===== src/rtl/psg_pkg.sv =====
package psg_pkg;
  localparam int REG_W    = 16;
  localparam int FLAG_POS = 15;
  localparam int HIZ_POS  = 9;
  localparam int IE_POS   = 8;
  localparam logic [REG_W-1:0] LIVE_MASK =
    (REG_W'(1) << FLAG_POS) | (REG_W'(1) << HIZ_POS) | (REG_W'(1) << IE_POS);

  // A pair is shorted when both legs sit at the active level.
  function automatic logic pair_hits(input logic leg_a, input logic leg_b,
                                     input logic act);
    return (leg_a == act) && (leg_b == act);
  endfunction

  // Assemble the register image; reserved positions are zero.
  function automatic logic [REG_W-1:0] pack_status(input logic flag,
                                                   input logic hiz,
                                                   input logic ie);
    logic [REG_W-1:0] img;
    img = '0;
    img[FLAG_POS] = flag;
    img[HIZ_POS]  = hiz;
    img[IE_POS]   = ie;
    return img;
  endfunction
endpackage


===== src/rtl/psg_short_detect.sv =====
module psg_short_detect #(
  parameter int NUM_PAIRS = 3,
  localparam int PIN_W = 2 * NUM_PAIRS
) (
  input  logic [PIN_W-1:0] pin_level,
  input  logic             act_level,
  output logic             short_any
);
  import psg_pkg::*;

  logic [NUM_PAIRS-1:0] pair_short;

  for (genvar k = 0; k < NUM_PAIRS; k++) begin : g_pair
    assign pair_short[k] = pair_hits(pin_level[2*k], pin_level[2*k+1], act_level);
  end

  assign short_any = |pair_short;
endmodule


===== src/rtl/psg_status_ctrl.sv =====
module psg_status_ctrl (
  input  logic clk,
  input  logic rst_n,
  input  logic short_any,
  input  logic rd_evt,
  input  logic wr_evt,
  input  logic wr_flag_bit,
  output logic flag,
  output logic armed,
  output logic clear_evt
);
  logic clr_ok;
  logic flag_d, armed_d;

  assign clr_ok    = wr_evt && !wr_flag_bit && armed;
  assign clear_evt = clr_ok && !short_any;

  always_comb begin
    flag_d = flag;
    if (short_any)   flag_d = 1'b1;
    else if (clr_ok) flag_d = 1'b0;
    armed_d = armed;
    if (clr_ok)                armed_d = 1'b0;
    else if (rd_evt && flag)   armed_d = 1'b1;
  end

  always_ff @(posedge clk or negedge rst_n) begin
    if (!rst_n) begin
      flag  <= 1'b0;
      armed <= 1'b0;
    end else begin
      flag  <= flag_d;
      armed <= armed_d;
    end
  end

  p_set_wins_r4: assert property (@(posedge clk) disable iff (!rst_n)
    short_any |=> flag);
  p_clear_needs_read_r3: assert property (@(posedge clk) disable iff (!rst_n)
    $fell(flag) |-> ($past(armed) && $past(wr_evt) && !$past(wr_flag_bit)));
  p_armed_implies_flag_r10: assert property (@(posedge clk) disable iff (!rst_n)
    armed |-> flag);
endmodule


===== src/rtl/psg_cfg_reg.sv =====
module psg_cfg_reg (
  input  logic clk,
  input  logic rst_n,
  input  logic wr_evt,
  input  logic wr_hiz_bit,
  input  logic wr_ie_bit,
  output logic hiz_cfg,
  output logic ie_cfg
);
  logic locked;

  always_ff @(posedge clk or negedge rst_n) begin
    if (!rst_n) begin
      hiz_cfg <= 1'b0;
      ie_cfg  <= 1'b0;
      locked  <= 1'b0;
    end else if (wr_evt) begin
      ie_cfg <= wr_ie_bit;
      locked <= 1'b1;
      if (!locked) hiz_cfg <= wr_hiz_bit;
    end
  end

  p_hiz_once_r6: assert property (@(posedge clk) disable iff (!rst_n)
    $past(locked) |-> $stable(hiz_cfg));
  p_ie_follows_write_r7: assert property (@(posedge clk) disable iff (!rst_n)
    $past(wr_evt) |-> (ie_cfg == $past(wr_ie_bit)));
endmodule


===== src/rtl/pwm_short_guard.sv =====
module pwm_short_guard #(
  parameter int NUM_PAIRS = 3,
  localparam int PIN_W = 2 * NUM_PAIRS,
  localparam int REG_W = psg_pkg::REG_W
) (
  input  logic             clk,
  input  logic             rst_n,
  input  logic             reg_rd,
  input  logic             reg_wr,
  input  logic [REG_W-1:0] reg_wdata,
  output logic [REG_W-1:0] reg_rdata,
  input  logic [PIN_W-1:0] pin_level,
  input  logic             act_level,
  output logic [PIN_W-1:0] hiz_en,
  output logic             irq
);
  import psg_pkg::*;

  logic short_any;
  logic flag, armed, clear_evt;
  logic hiz_cfg, ie_cfg;
  logic force_hiz;
  logic unused_wdata;

  assign unused_wdata = ^(reg_wdata & ~LIVE_MASK);

  psg_short_detect #(.NUM_PAIRS(NUM_PAIRS)) u_detect (
    .pin_level (pin_level),
    .act_level (act_level),
    .short_any (short_any)
  );

  psg_status_ctrl u_status (
    .clk         (clk),
    .rst_n       (rst_n),
    .short_any   (short_any),
    .rd_evt      (reg_rd),
    .wr_evt      (reg_wr),
    .wr_flag_bit (reg_wdata[FLAG_POS]),
    .flag        (flag),
    .armed       (armed),
    .clear_evt   (clear_evt)
  );

  psg_cfg_reg u_cfg (
    .clk        (clk),
    .rst_n      (rst_n),
    .wr_evt     (reg_wr),
    .wr_hiz_bit (reg_wdata[HIZ_POS]),
    .wr_ie_bit  (reg_wdata[IE_POS]),
    .hiz_cfg    (hiz_cfg),
    .ie_cfg     (ie_cfg)
  );

  assign force_hiz = flag && hiz_cfg;
  assign hiz_en    = {PIN_W{force_hiz}};
  assign irq       = flag && ie_cfg;
  assign reg_rdata = pack_status(flag, hiz_cfg, ie_cfg);

  p_reserved_zero_r8: assert property (@(posedge clk) disable iff (!rst_n)
    (reg_rdata & ~LIVE_MASK) == '0);
  p_irq_matches_reg_r7: assert property (@(posedge clk) disable iff (!rst_n)
    irq |-> (reg_rdata[FLAG_POS] && reg_rdata[IE_POS]));
  p_hiz_uniform_r5: assert property (@(posedge clk) disable iff (!rst_n)
    (hiz_en == '0) || (hiz_en == '1));
  p_hiz_hold_r9: assert property (@(posedge clk) disable iff (!rst_n)
    ((hiz_en != '0) && !clear_evt) |=> (hiz_en == '1));
  p_short_sets_r2: assert property (@(posedge clk) disable iff (!rst_n)
    short_any |=> reg_rdata[FLAG_POS]);
endmodule


===== config.mk =====
export PLATFORM = sky130hd
export DESIGN_NAME = pwm_short_guard
export DESIGN_NICKNAME = d
export VERILOG_FILES = /design/src/rtl/psg_pkg.sv /design/src/rtl/psg_short_detect.sv /design/src/rtl/psg_status_ctrl.sv /design/src/rtl/psg_cfg_reg.sv /design/src/rtl/pwm_short_guard.sv
export SDC_FILE = /design/constraint.sdc
export NUM_CORES = 1
export LEC_CHECK = 0
export ABC_AREA = 1
export CAP_MARGIN = 20
export CORE_AREA = 8 8 45 47
export DETAILED_ROUTE_END_ITERATION = 12
export DIE_AREA = 0 0 53 55
export DONT_BUFFER_PORTS = 1
export SYNTH_ARGS = -nofsm -noshare
export SYNTH_HDL_FRONTEND = slang
export SYNTH_SLANG_ARGS = --single-unit

===== constraint.sdc =====
create_clock -name clk -period 1.15 [get_ports clk]
set_input_delay 0.2875 -clock clk [delete_from_list [all_inputs] [get_ports clk]]
set_output_delay 0.2875 -clock clk [all_outputs]
set_load 0.005 [all_outputs]

# [After elaboration in Yosys (flattened, before gate mapping)]
# Cells that the tools add are included.
[totals] reg_bits=5 latch_bits=0 ram_bits=0 romBits=0 input_bits=27 out_inout_bits=23 word_cells=29 mem_count=0
[op_classes] addsub=0 mul=0 n_div=0 order_cmp=0 n_eq_ne=6 shifts=0 mux=4 bitwise=1 n_reduce_logical=13
[op_table] operator="$logic_and 1x1->1" n=8
[op_table] operator="$eq 1x1->1" n=6
[op_table] operator="$mux 1" n=4
[op_table] operator="$reduce_bool 2->1" n=2
[op_table] operator="$reduce_or 3->1" n=1
[op_table] operator="$reduce_and 2->1" n=1
[op_table] operator="$logic_not 1->1" n=1
[op_table] operator="$not 1->1" n=1

# [Logic depth before layout (Yosys ltp)]
# Gate-level depths: netlist of the first run.
[logic_depth] word_depth=5 ltp_mapped=6 ltp_nobuf=6

# [Modules after synthesis]
# From an unflattened synthesis of the first run, not the netlist that was laid out.
[unflattened] cells_unflattened=70 hier_area_um2=465.4
[by_module_without_submodules] mod="pwm_short_guard" n_inst=1 cells_each=27 area_each_um2=183.9 seq_area_each_um2=0.0
[by_module_without_submodules] mod="psg_cfg_reg" n_inst=1 cells_each=13 area_each_um2=113.9 seq_area_each_um2=75.1
[by_module_without_submodules] mod="psg_status_ctrl" n_inst=1 cells_each=13 area_each_um2=102.6 seq_area_each_um2=50.0
[by_module_without_submodules] mod="psg_short_detect" n_inst=1 cells_each=17 area_each_um2=65.1 seq_area_each_um2=0.0

# [Least setup slack after synthesis of the first run]
# No wires, ideal clock.
[synth_timing] kind="register to output" from="register u_status.flag" to="output port hiz_en[0]" t_arrival_ns=0.663 t_required_ns=0.863 setup_slack_ns=0.200 stages_incl_launch_ff=4 path_buffers=1 path_cell_list="dfrtp_1 nand2_1 inv_1 buf_4"
[synth_via] elab_chain_cells=1
[synth_lines] element="from (decl)" line="psg_status_ctrl.sv:8" source="output logic flag,"
[synth_lines] element="from (signal assigned)" line="psg_status_ctrl.sv:32" source="flag <= flag_d;"
[synth_lines] element="$logic_and 1x1->1" line="pwm_short_guard.sv:55" source="assign force_hiz = flag && hiz_cfg;"
[synth_lines] element="to (decl)" line="pwm_short_guard.sv:14" source="output logic [PIN_W-1:0] hiz_en,"
# Every way passes these cells.

# [Final worst setup path of the first run]
# Ends and elaborated chain as after synthesis.

==> results of run 1 <==
==> repair_timing <==
action / 4_1_cts / 5_1_grt
hold buffers: 1 / 0
setup endpoints to repair: 6 / 6
endpoints found under the hold margin: 5 / 0
gates cloned: 0 / 0
gates resized for setup: 4 / 0
==> area by class of cell <==
cell class | instances | area share (%)
multi-input combinational | 39 | 43.1
clock buffer | 4 | 7.07
sequential | 5 | 34.0
inverter | 7 | 7.74
timing repair buffer | 1 | 2.69
tap | 16 | 5.39
==> logic make-up (layout without fill, tap and decap cells) <==
kind of cell / after synthesis / count (layout) / synth area share [%]
simple gates: 21 / 21 / 18.7
buf+inv: 29 / 12 / 44.6
flops: 5 / 5 / 29.2
other cells: 1 / 13 / 0.874
compound gates: 5 / 5 / 6.70
==> sequential cells by signal, indices dropped and copies added, names as in the netlist <==
register,count
u_cfg.hiz_cfg,1
u_cfg.ie_cfg,1
u_cfg.locked,1
u_status.armed,1
u_status.flag,1
==> cells in the final DEF, fill, tap and decap left out <==
| cell | netlist | routed |
|---|---|---|
| sky130_fd_sc_hd__nand2_1 | 15 | 14 |
| sky130_fd_sc_hd__conb_1 | 1 | 13 |
| sky130_fd_sc_hd__dfrtp_1 | 5 | 4 |
| sky130_fd_sc_hd__inv_4 | 0 | 1 |
| sky130_fd_sc_hd__inv_1 | 7 | 6 |
| sky130_fd_sc_hd__clkbuf_1 | 0 | 1 |
| sky130_fd_sc_hd__a21oi_1 | 1 | 1 |
| sky130_fd_sc_hd__dfrtp_2 | 0 | 1 |
| sky130_fd_sc_hd__nor2_1 | 5 | 5 |
| sky130_fd_sc_hd__dlygate4sd3_1 | 0 | 1 |
| sky130_fd_sc_hd__o21ai_1 | 3 | 3 |
| sky130_fd_sc_hd__clkbuf_4 | 0 | 3 |
| sky130_fd_sc_hd__nand3_1 | 1 | 1 |
| sky130_fd_sc_hd__nand2_2 | 0 | 1 |
| sky130_fd_sc_hd__o21ai_2 | 1 | 1 |
==> through the flow <==
stage | setup slack (ps) | instance area [um^2] | std cells | setup TNS (ps)
floorplan | 200 | 474 | 73 | 0
global placement | 161 | 329 | 67 | 0
detailed placement | 145 | 329 | 67 | 0
CTS | 13.4 | 372 | 72 | 0
global route | -17.1 | 372 | 72 | -102
finish | 34.1 | 372 | 72 | 0
==> worst paths after layout <==
kind                          startpoint  slack (ps)             to  cells after the start
hold / removal                    reg_wr         160   u_cfg.ie_cfg                      2
hold reg to reg             u_cfg.locked         470   u_cfg.locked                      2
min in group asynchronous          rst_n         350   u_cfg.ie_cfg                      1
setup reg to reg           u_status.flag         450  u_status.flag                      2
max in group asynchronous          rst_n         580  u_status.flag                      1
setup / recovery           u_status.flag          30      hiz_en[0]                      2
==> critical path, cell delays in order (launching register included) <==
cell and delay (ps):
sky130_fd_sc_hd__dfrtp_2 440, sky130_fd_sc_hd__nand2_2 90, sky130_fd_sc_hd__inv_4 60
==> power breakdown <==
group / internal (mW) / total [mW] / switching [mW]
Sequential: 0.187 / 0.197 / 0.00955
Combinational: 0.0185 / 0.0528 / 0.0343
Clock: 0.131 / 0.205 / 0.0740
Total: 0.337 / 0.455 / 0.118
==> layer usage <==
metal  vias up  part of all wire [%]
met3         0                    21
li1        135                     -
met1       114                    28
met4         0                     0
met5         -                     0
met2        20                    51
==> qor_table.md, run 1 <==
| Quantity | This run | Unit |
|---|---|---|
| Most frequent cell after synthesis | sky130_fd_sc_hd__buf_4 | - |
| Pin count of the biggest net entering global routing | 7 | - |
| Total leakage power | 0.220 | nW |
| Max Clock Skew | 0.674 | ps |
| Yosys top cell area share | 38.5 | % |
| Hold Worst Slack | 161 | ps |
| Area of the core | 1380 | um^2 |
| Number of buffers inserted to repair setup after CTS | 0 | - |
| Final Power | 0.455 | mW |
| Average instance area after synthesis | 7.04 | um^2 |
| Class of the most critical hold timing path | in2reg | - |
| Post-synthesis cell area | 429 | um^2 |
| Fmax achieved | 896 | MHz |
| Max IR drop VDD | 0.332 | mV |
| Detailed router's first-iteration violation count | 0 | - |
| Maximum buffer depth of the clock tree | 2 | - |
| Most instantiated cells after synthesis | sky130_fd_sc_hd__buf_4, sky130_fd_sc_hd__nand2_1, sky130_fd_sc_hd__inv_1 | - |
| Cells after Synth | 61 | - |
| Number of antenna diodes | 0 | - |
| Total number of placement rows | 14 | - |
| Crit path capture type | primary output | - |
| Hold Violations, Final | 0 | - |
| Worst Path Arrival | 830 | ps |
| Library cells used by synthesis | 10 | - |
| Layout net count | 84 | - |
| Post-synthesis cell type with the largest combined area | sky130_fd_sc_hd__buf_4 | - |
| Total Die Area | 2920 | um^2 |
| Max-capacitance violation count | 0 | - |
| Maximum fanout encountered on the critical timing path | 6 | - |
| Most used DFF post-synth | sky130_fd_sc_hd__dfrtp_1 | - |
| Critical path required time | 860 | ps |
| Number of top-level design ports | 50 | - |
| Antenna violations before repair | 0 | - |
| DP HPWL | 716 | um |
| Routability congestion estimate from global placement | 0.696 | - |
| Sequential-to-total area share from yosys stat | 29.2 | % |
| Sum of routed wire length over all layers | 808 | um |
| Starting density of the core | 31.0 | % |
| Number of CTS-inserted buffers | 3 | - |
| Power per Cell Area | 1220 | nW/um^2 |
| Number of global-route vias before repair | 275 | - |
| Class of the most critical setup path | reg2out | - |
| Total grt overflow | 0 | - |
| TritonCTS Sinks | 5 | - |
| Later-pin clock latency in the skew report | 240 | ps |
| Area overhead of the layout relative to synthesis | -13.4 | % |
| Chip Width | 53 | um |
| Post-route core utilization | 26.9 | % |
| Startpoint type of the worst setup path | flop | - |
| Post-synth EDFFs | 0 | - |
| Multi-input logic area | 160 | um^2 |
| Vias per cell | 3.74 | - |
| GR peak layer | met2 | - |
| CTS root buf | sky130_fd_sc_hd__clkbuf_4 | - |
| Number of antenna-violating nets in the routed design | 0 | - |
| Total number of vias | 269 | - |
| Flops & latches, synth | 5 | - |
| Wirelength per Cell | 11.2 | um |
| # port buffers | 0 | - |
| Number of iterations in the first detailed-routing pass | 1 | - |
| Max H-tree Level | 1 | - |
| Met1 track demand over resource | 4.59 | % |
| Final count of negative-setup-slack endpoints | 0 | - |
| Met2 usage in global routing | 8.20 | % |
| Area occupied by registers | 126 | um^2 |
| Final-report max-slew violation count | 0 | - |
| Global routing usage on met3 | 4.55 | % |
| Number of remaining DRC errors | 0 | - |
| Vertical die dimension | 55 | um |
| Fraction of layout cells with a size suffix above 1 | 12.5 | % |
| Clock Pin Slew Worst Setup and Hold Paths | 50 | ps |
| TritonCTS clock tree | yes | - |
| Number of fillers in the final layout | 168 | - |
| Clock period minus final worst setup slack | 1120 | ps |
| Outcome | complete, no violations | - |
| Fraction of registers with async set or reset after synthesis | 100 | % |
| Ranking of synthesized cells by area | sky130_fd_sc_hd__buf_4, sky130_fd_sc_hd__dfrtp_1, sky130_fd_sc_hd__nand2_1 | - |
| Wire length of the first global-routing pass | 1130 | um |
| Setup repair after global routing missed its margin | true | - |
| Final cycle utilization of the critical path | 97.0 | % |
| Total GRT Usage | 5.59 | % |
| Yosys synthesis warning count | 0 | - |
(Power assumes the default switching activity.)
==> run 2: changes to the inputs <==
--- a/config.mk
+++ b/config.mk
@@ -7,10 +7,13 @@
 export LEC_CHECK = 0
 export ABC_AREA = 1
 export CAP_MARGIN = 20
+export CELL_PAD_IN_SITES_DETAIL_PLACEMENT = 1
+export CELL_PAD_IN_SITES_GLOBAL_PLACEMENT = 1
 export CORE_AREA = 8 8 45 47
 export DETAILED_ROUTE_END_ITERATION = 12
 export DIE_AREA = 0 0 53 55
 export DONT_BUFFER_PORTS = 1
+export PLACE_DENSITY = 0.74
 export SYNTH_ARGS = -nofsm -noshare
 export SYNTH_HDL_FRONTEND = slang
 export SYNTH_SLANG_ARGS = --single-unit
==> run 2 against run 1 <==
Compared with the run above:
- sequential share of layout area is the same
- power grew 0.96%
- register-to-register slack is essentially flat
- cell count is the same
- critical path type unchanged
- largest cell class unchanged
==> qor_table.md, run 2 (synthesis results as in run 1) <==
| Quantity | This run | Unit | Delta |
|---|---|---|---|
| Starting density of the core | 31.0 | % | unchanged |
| Area of the core | 1380 | um^2 | unchanged |
| Commonest cells after routing, fill and taps aside | sky130_fd_sc_hd__nand2_1, sky130_fd_sc_hd__conb_1, sky130_fd_sc_hd__inv_1 | - |  |
| Vertical die dimension | 55 | um | unchanged |
| Clock period minus final worst setup slack | 1120 | ps | +7.32 ps |
| Critical path required time | 860 | ps | about the same |
| Max H-tree Level | 1 | - | unchanged |
| Hold Violations, Final | 0 | - | unchanged |
| Later-pin clock latency in the skew report | 240 | ps | about the same |
| Fraction of layout cells with a size suffix above 1 | 12.5 | % | unchanged |
| Number of placed cells counting well taps | 67 | - | unchanged |
| Wirelength per Cell | 11.7 | um | +4.2% |
| Most common cell after layout, fill and taps aside | sky130_fd_sc_hd__nand2_1 | - |  |
| Power per Cell Area | 1240 | nW/um^2 | +0.96% |
| Top cell family by delay on the critical path | flip-flops | - |  |
| Area overhead of the layout relative to synthesis | -13.4 | % | unchanged |
| Number of buffers and inverters on the critical path | 1 | - | unchanged |
| Number of top-level design ports | 50 | - | unchanged |
| Number of remaining DRC errors | 0 | - | unchanged |
| Number of CTS-inserted buffers | 3 | - | unchanged |
| DP HPWL | 749 | um | +4.5% |
| Wire length of the first global-routing pass | 1350 | um | +20% |
| Max-capacitance violation count | 0 | - | unchanged |
| Antenna violations before repair | 0 | - | unchanged |
| Total grt overflow | 0 | - | unchanged |
| Delay of the slowest critical-path stage | 440 | ps | about the same |
| Number of buffers inserted to repair setup after CTS | 0 | - | unchanged |
| Total Die Area | 2920 | um^2 | unchanged |
| Sum of routed wire length over all layers | 842 | um | +4.2% |
| Final count of negative-setup-slack endpoints | 0 | - | unchanged |
| Worst Path Arrival | 840 | ps | about the same |
| Sequence of cells on the critical path | nand2_2 -> inv_4 | - |  |
| Total number of placement rows | 14 | - | unchanged |
| Number of antenna diodes | 0 | - | unchanged |
| Critical Path Stages | 2 | - | unchanged |
| Detailed router's first-iteration violation count | 3 | - | +3 |
| Number of iterations in the first detailed-routing pass | 4 | - | +3 |
| TritonCTS Sinks | 5 | - | unchanged |
| Post-route core utilization | 26.9 | % | unchanged |
| Number of antenna-violating nets in the routed design | 0 | - | unchanged |
| Slowest cell on the critical path | sky130_fd_sc_hd__dfrtp_2 | - |  |
| Class of the most critical setup path | reg2out | - |  |
| Maximum buffer depth of the clock tree | 2 | - | unchanged |
| # port buffers | 0 | - | unchanged |
| Total leakage power | 0.220 | nW | unchanged |
| Setup repair after global routing missed its margin | true | - |  |
| Total number of vias | 279 | - | +3.7% |
| Maximum fanout encountered on the critical timing path | 6 | - | unchanged |
| Chip Width | 53 | um | unchanged |
| Crit path capture type | primary output | - |  |
| Fmax achieved | 890 | MHz | -0.65% |
| Class of the most critical hold timing path | in2reg | - |  |
| Post-route non-filler standard cell count | 72 | - | unchanged |
| Clock Pin Slew Worst Setup and Hold Paths | 50 | ps | about the same |
| Worst Reg2Reg Path Length in Cells | 3 | - | +1 |
| Final cycle utilization of the critical path | 97.7 | % | +0.64 points |
| Vias per cell | 3.88 | - | +3.7% |
| Outcome | complete, no violations | - |  |
| Hold-critical path depth | 2 | - | unchanged |
| Final-report max-slew violation count | 0 | - | unchanged |
| Max IR drop VDD | 0.244 | mV | -27% |
| Total GRT Usage | 6.58 | % | +0.99 points |
| Number of global-route vias before repair | 324 | - | +18% |
| Max Clock Skew | 2.10 | ps | +1.43 ps |
| Layout net count | 84 | - | unchanged |
| Startpoint type of the worst setup path | flop | - |  |
| TritonCTS clock tree | yes | - |  |
| Routability congestion estimate from global placement | 0.716 | - | +2.8% |
| Pin count of the biggest net entering global routing | 7 | - | unchanged |
| CTS root buf | sky130_fd_sc_hd__clkbuf_4 | - |  |
## run 2: cell counts in the layout (fill, tap and decap cells not counted)
No cell type changed its count.
## run 2: timing repair
item	in CTS	in global routing
pin swaps	0	0
endpoints found under the hold margin	5	0
endpoints found under the setup margin	6	7
hold buffers	1	0
gates resized for setup	4	0
## run 2: final cells by class
type,count,area (um^2)
Inverter,7,28.8
Sequential cell,5,126
Fill cell,189,1010
Tap cell,16,20.0
Clock buffer,4,26.3
Timing Repair Buffer,1,10.0
Multi-Input combinational cell,39,160
## run 2: metrics by stage
step / TNS, ps / area, um^2 / setup WS [ps] / total power [mW] / hold WS (ps)
after floorplan: 0 / 474 / 200 / 0.277 / -8.09
after global placement: 0 / 329 / 153 / 0.244 / -7.89
after detailed placement: 0 / 329 / 137 / 0.246 / -7.89
after CTS: 0 / 372 / 8.51 / 0.471 / 154
after global routing: -251 / 372 / -40.7 / 0.491 / 156
final: 0 / 372 / 26.8 / 0.459 / 162
## run 2: path summary, 6_finish.rpt
path / startpoint / to / slack, ps
max reg2reg: u_status.armed / u_status.armed / 440
min reg2reg: u_cfg.locked / u_cfg.locked / 480
min: reg_wr / u_cfg.ie_cfg / 160
max: u_status.flag / hiz_en[2] / 30
max in group asynchronous: rst_n / u_status.flag / 600
min in group asynchronous: rst_n / u_cfg.locked / 340
## run 2: power breakdown
group / internal (mW) / leakage, nW / switching [mW]
clock network: 0.132 / 0.0150 / 0.0777
logic: 0.0185 / 0.150 / 0.0343
registers: 0.187 / 0.0544 / 0.0101
total: 0.337 / 0.220 / 0.122
## run 2: layer usage
metal | up-vias | track usage, % | routed length (um) | share of wire (%)
met5 | - | 0 | 0 | 0
met4 | 0 | 6.47 | 5 | 0.59
met3 | 2 | 4.55 | 169 | 20
met2 | 19 | 10.9 | 416 | 49
met1 | 121 | 4.92 | 251 | 30
li1 | 137 | - | - | -
==> run 3: changes to the inputs <==
--- a/config.mk
+++ b/config.mk
@@ -5,7 +5,7 @@
 export SDC_FILE = /design/constraint.sdc
 export NUM_CORES = 1
 export LEC_CHECK = 0
-export ABC_AREA = 1
+export ABC_AREA = 0
 export CAP_MARGIN = 20
 export CELL_PAD_IN_SITES_DETAIL_PLACEMENT = 1
 export CELL_PAD_IN_SITES_GLOBAL_PLACEMENT = 1
@@ -13,7 +13,7 @@
 export DETAILED_ROUTE_END_ITERATION = 12
 export DIE_AREA = 0 0 53 55
 export DONT_BUFFER_PORTS = 1
-export PLACE_DENSITY = 0.74
+export PLACE_DENSITY = 0.69
 export SYNTH_ARGS = -nofsm -noshare
 export SYNTH_HDL_FRONTEND = slang
 export SYNTH_SLANG_ARGS = --single-unit
==> run 3 against run 2 <==
Compared with the run above:
- critical path depth decreased by 1
- maximum frequency up 3.4%
- utilization fell by 0.99 points
- cell count down 18%
- global-route usage down 0.82 points
- non-clock buffer count grew 2
- combinational power up 65%
- clock power fell by 7%
- critical path type unchanged
- highest routed layer is now met3
==> qor_table.md, run 3 <==
| Quantity | This run | Unit | Delta |
|---|---|---|---|
| Outcome | complete, no violations | - |  |
| Detailed router's first-iteration violation count | 3 | - | unchanged |
| Hold Violations, Final | 0 | - | unchanged |
| Vertical die dimension | 55 | um | unchanged |
| Number of top-level design ports | 50 | - | unchanged |
| Fmax achieved | 920 | MHz | +3.4% |
| Clock Pin Slew Worst Setup and Hold Paths | 40 | ps | about the same |
| Most frequent cell after synthesis | sky130_fd_sc_hd__buf_4 | - |  |
| Antenna violations before repair | 0 | - | unchanged |
| Max Clock Skew | 1.67 | ps | -0.432 ps |
| Final cycle utilization of the critical path | 94.5 | % | -3.2 points |
| Fraction of layout cells with a size suffix above 1 | 18.6 | % | +6.1 points |
| Sequence of cells on the critical path | and2_1 | - |  |
| CTS root buf | sky130_fd_sc_hd__clkbuf_4 | - |  |
| Setup TNS | 0 | ps | unchanged |
| Cells after Synth | 46 | - | -25% |
| Number of iterations in the first detailed-routing pass | 4 | - | unchanged |
| Vias per cell | 3.98 | - | +2.8% |
| Class of the most critical setup path | reg2out | - |  |
| Total Die Area | 2920 | um^2 | unchanged |
| Final setup margin | 63.4 | ps | +36.6 ps |
| Clock period minus final worst setup slack | 1090 | ps | -36.6 ps |
| Area overhead of the layout relative to synthesis | -11.5 | % |  |
| Launch point of the worst path | u_cfg.ie_cfg | - |  |
| Total number of placement rows | 14 | - | unchanged |
| # port buffers | 0 | - | unchanged |
| Power per Cell Area | 1380 | nW/um^2 | +12% |
| Later-pin clock latency in the skew report | 240 | ps | about the same |
| TritonCTS clock tree | yes | - |  |
| Flops & latches, synth | 5 | - | unchanged |
| Maximum buffer depth of the clock tree | 2 | - | unchanged |
| Wire length of the first global-routing pass | 1180 | um | -13% |
| Total number of vias | 235 | - | -16% |
| Chip Width | 53 | um | unchanged |
| Wirelength per Cell | 14.1 | um | +20% |
| Pin count of the biggest net entering global routing | 7 | - | unchanged |
| Critical R2R Launch | u_status.flag | - |  |
| Most common cell after layout, fill and taps aside | sky130_fd_sc_hd__conb_1 | - |  |
| Number of CTS-inserted buffers | 3 | - | unchanged |
| Max IR drop VDD | 0.847 | mV | +250% |
| Max-capacitance violation count | 0 | - | unchanged |
| Yosys top cell area share | 40.9 | % | +2.4 points |
| Post-Place Worst Slack | 118 | ps | -18.8 ps |
| Class of the most critical hold timing path | in2reg | - |  |
| Max H-tree Level | 1 | - | unchanged |
| Launch point of the worst hold path | reg_wr | - |  |
| Top cell family by delay on the critical path | flip-flops | - |  |
| Post-synthesis cell type with the largest combined area | sky130_fd_sc_hd__buf_4 | - |  |
| Worst Path Arrival | 800 | ps | -40 ps |
| Number of antenna diodes | 0 | - | unchanged |
| Number of remaining DRC errors | 0 | - | unchanged |
| Ranking of synthesized cells by area | sky130_fd_sc_hd__buf_4, sky130_fd_sc_hd__dfrtp_1, sky130_fd_sc_hd__o21ai_0 | - |  |
| Critical path required time | 860 | ps | about the same |
| Most instantiated cells after synthesis | sky130_fd_sc_hd__buf_4, sky130_fd_sc_hd__dfrtp_1, sky130_fd_sc_hd__nand2_1, sky130_fd_sc_hd__o21ai_0 | - |  |
| Hold Worst Slack | 163 | ps | +0.774 ps |
| Number of buffers inserted to repair setup after CTS | 0 | - | unchanged |
| Fraction of registers with async set or reset after synthesis | 100 | % | unchanged |
| Starting density of the core | 29.2 | % | -1.8 points |
| Routability congestion estimate from global placement | 0.633 | - | -12% |
| Post-synthesis cell area | 404 | um^2 | -5.8% |
| Number of global-route vias before repair | 260 | - | -20% |
| Number of buffers and inverters on the critical path | 0 | - | -1 |
| DP HPWL | 715 | um | -4.5% |
| Sequential-to-total area share from yosys stat | 31.0 | % | +1.8 points |
| Total grt overflow | 0 | - | unchanged |
| Total GRT Usage | 5.76 | % | -0.82 points |
| Startpoint type of the worst setup path | flop | - |  |
| Area of the core | 1380 | um^2 | unchanged |
| Crit path capture type | primary output | - |  |
| Most used DFF post-synth | sky130_fd_sc_hd__dfrtp_1 | - |  |
| Final Power | 0.495 | mW | +7.8% |
| Final count of negative-setup-slack endpoints | 0 | - | unchanged |
| Number of antenna-violating nets in the routed design | 0 | - | unchanged |
| Commonest cells after routing, fill and taps aside | sky130_fd_sc_hd__conb_1, sky130_fd_sc_hd__dfrtp_1, sky130_fd_sc_hd__nand2_1, sky130_fd_sc_hd__o21ai_0, sky130_fd_sc_hd__clkbuf_4 | - |  |
| Maximum fanout encountered on the critical timing path | 3 | - | -3 |
| Delay of the slowest critical-path stage | 400 | ps | -40 ps |
| Sum of routed wire length over all layers | 829 | um | -1.5% |
| Final-report max-slew violation count | 0 | - | unchanged |
| Average instance area after synthesis | 8.79 | um^2 | +25% |
| Library cells used by synthesis | 15 | - | +5 |
| Slowest cell on the critical path | sky130_fd_sc_hd__dfrtp_1 | - |  |
| Setup repair after global routing missed its margin | false | - |  |
| Post-synth EDFFs | 0 | - | unchanged |
| Number of fillers in the final layout | 174 | - | -7.9% |
| Yosys synthesis warning count | 0 | - | unchanged |
| Total leakage power | 0.169 | nW | -23% |
| Layout net count | 71 | - | -15% |
| TritonCTS Sinks | 5 | - | unchanged |
[run 3: cell types whose count changed after synthesis, sizes merged, moves of 2 or more]
cell    previous run  this run
nand2             15         3
nand3b             0         2
and2               0         2
inv                7         1
nor2               5         1
[run 3: cell families (layout without fill, tap and decap cells)]
logic type	after synthesis	after routing	synth area share, %
buf+inv	23	8	41.8
simple gates	10	10	13.6
compound gates	6	6	9.91
flops	5	5	31.0
other cells	1	13	0.928
mux	1	1	2.79
[run 3: area by class of cell]
class                   instances  area (um^2)  share of cell area [%]
repair buffers                  3         25.0                    6.99
well taps                      16         20.0                    5.59
multi-input cells              30          158                    44.1
flip-flops and latches          5          125                    35.0
inverters                       1         3.75                    1.05
clock buffers                   4         26.3                    7.34
[run 3: worst paths after layout]
| kind | slack, ps | endpoint | depth (start not counted) |
|---|---|---|---|
| max | 60 | irq | 1 |
| min | 160 | u_cfg.locked | 1 |
| max reg2reg | 320 | u_status.flag | 2 |
| min reg2reg | 480 | u_cfg.locked | 1 |
| max in group asynchronous | 620 | u_cfg.ie_cfg | 1 |
| min in group asynchronous | 340 | u_cfg.locked | 1 |
[run 3: routing by layer]
metal / routed length (um) / track usage, % / share of wire, % / up-vias
met5: 0 / 0 / 0 / -
met4: 0 / 2.59 / 0 / 0
met3: 158 / 6.15 / 19 / 0
met2: 390 / 8.20 / 47 / 19
met1: 280 / 5.23 / 34 / 107
li1: - / - / - / 109
[run 3: where the power goes]
part / switching, mW / internal (mW) / leakage, nW
Combinational: 0.0487 / 0.0382 / 0.101
Sequential: 0.0143 / 0.199 / 0.0538
Clock: 0.0647 / 0.131 / 0.0150
[run 3: stage by stage]
step / cells / cell area (um^2) / util, %
after floorplan: 58 / 449 / -
after global placement: 54 / 319 / 23.1
after detailed placement: 54 / 319 / 23.1
after CTS: 59 / 358 / 25.9
after global routing: 59 / 358 / 25.9
final: 59 / 358 / 25.9
[run 3: timing repair]
| action | in CTS | in global routing |
|---|---|---|
| endpoints found under the hold margin | 5 | 0 |
| gates resized for setup | 2 | 0 |
| setup endpoints to repair | 6 | 0 |
| hold buffers | 1 | 0 |
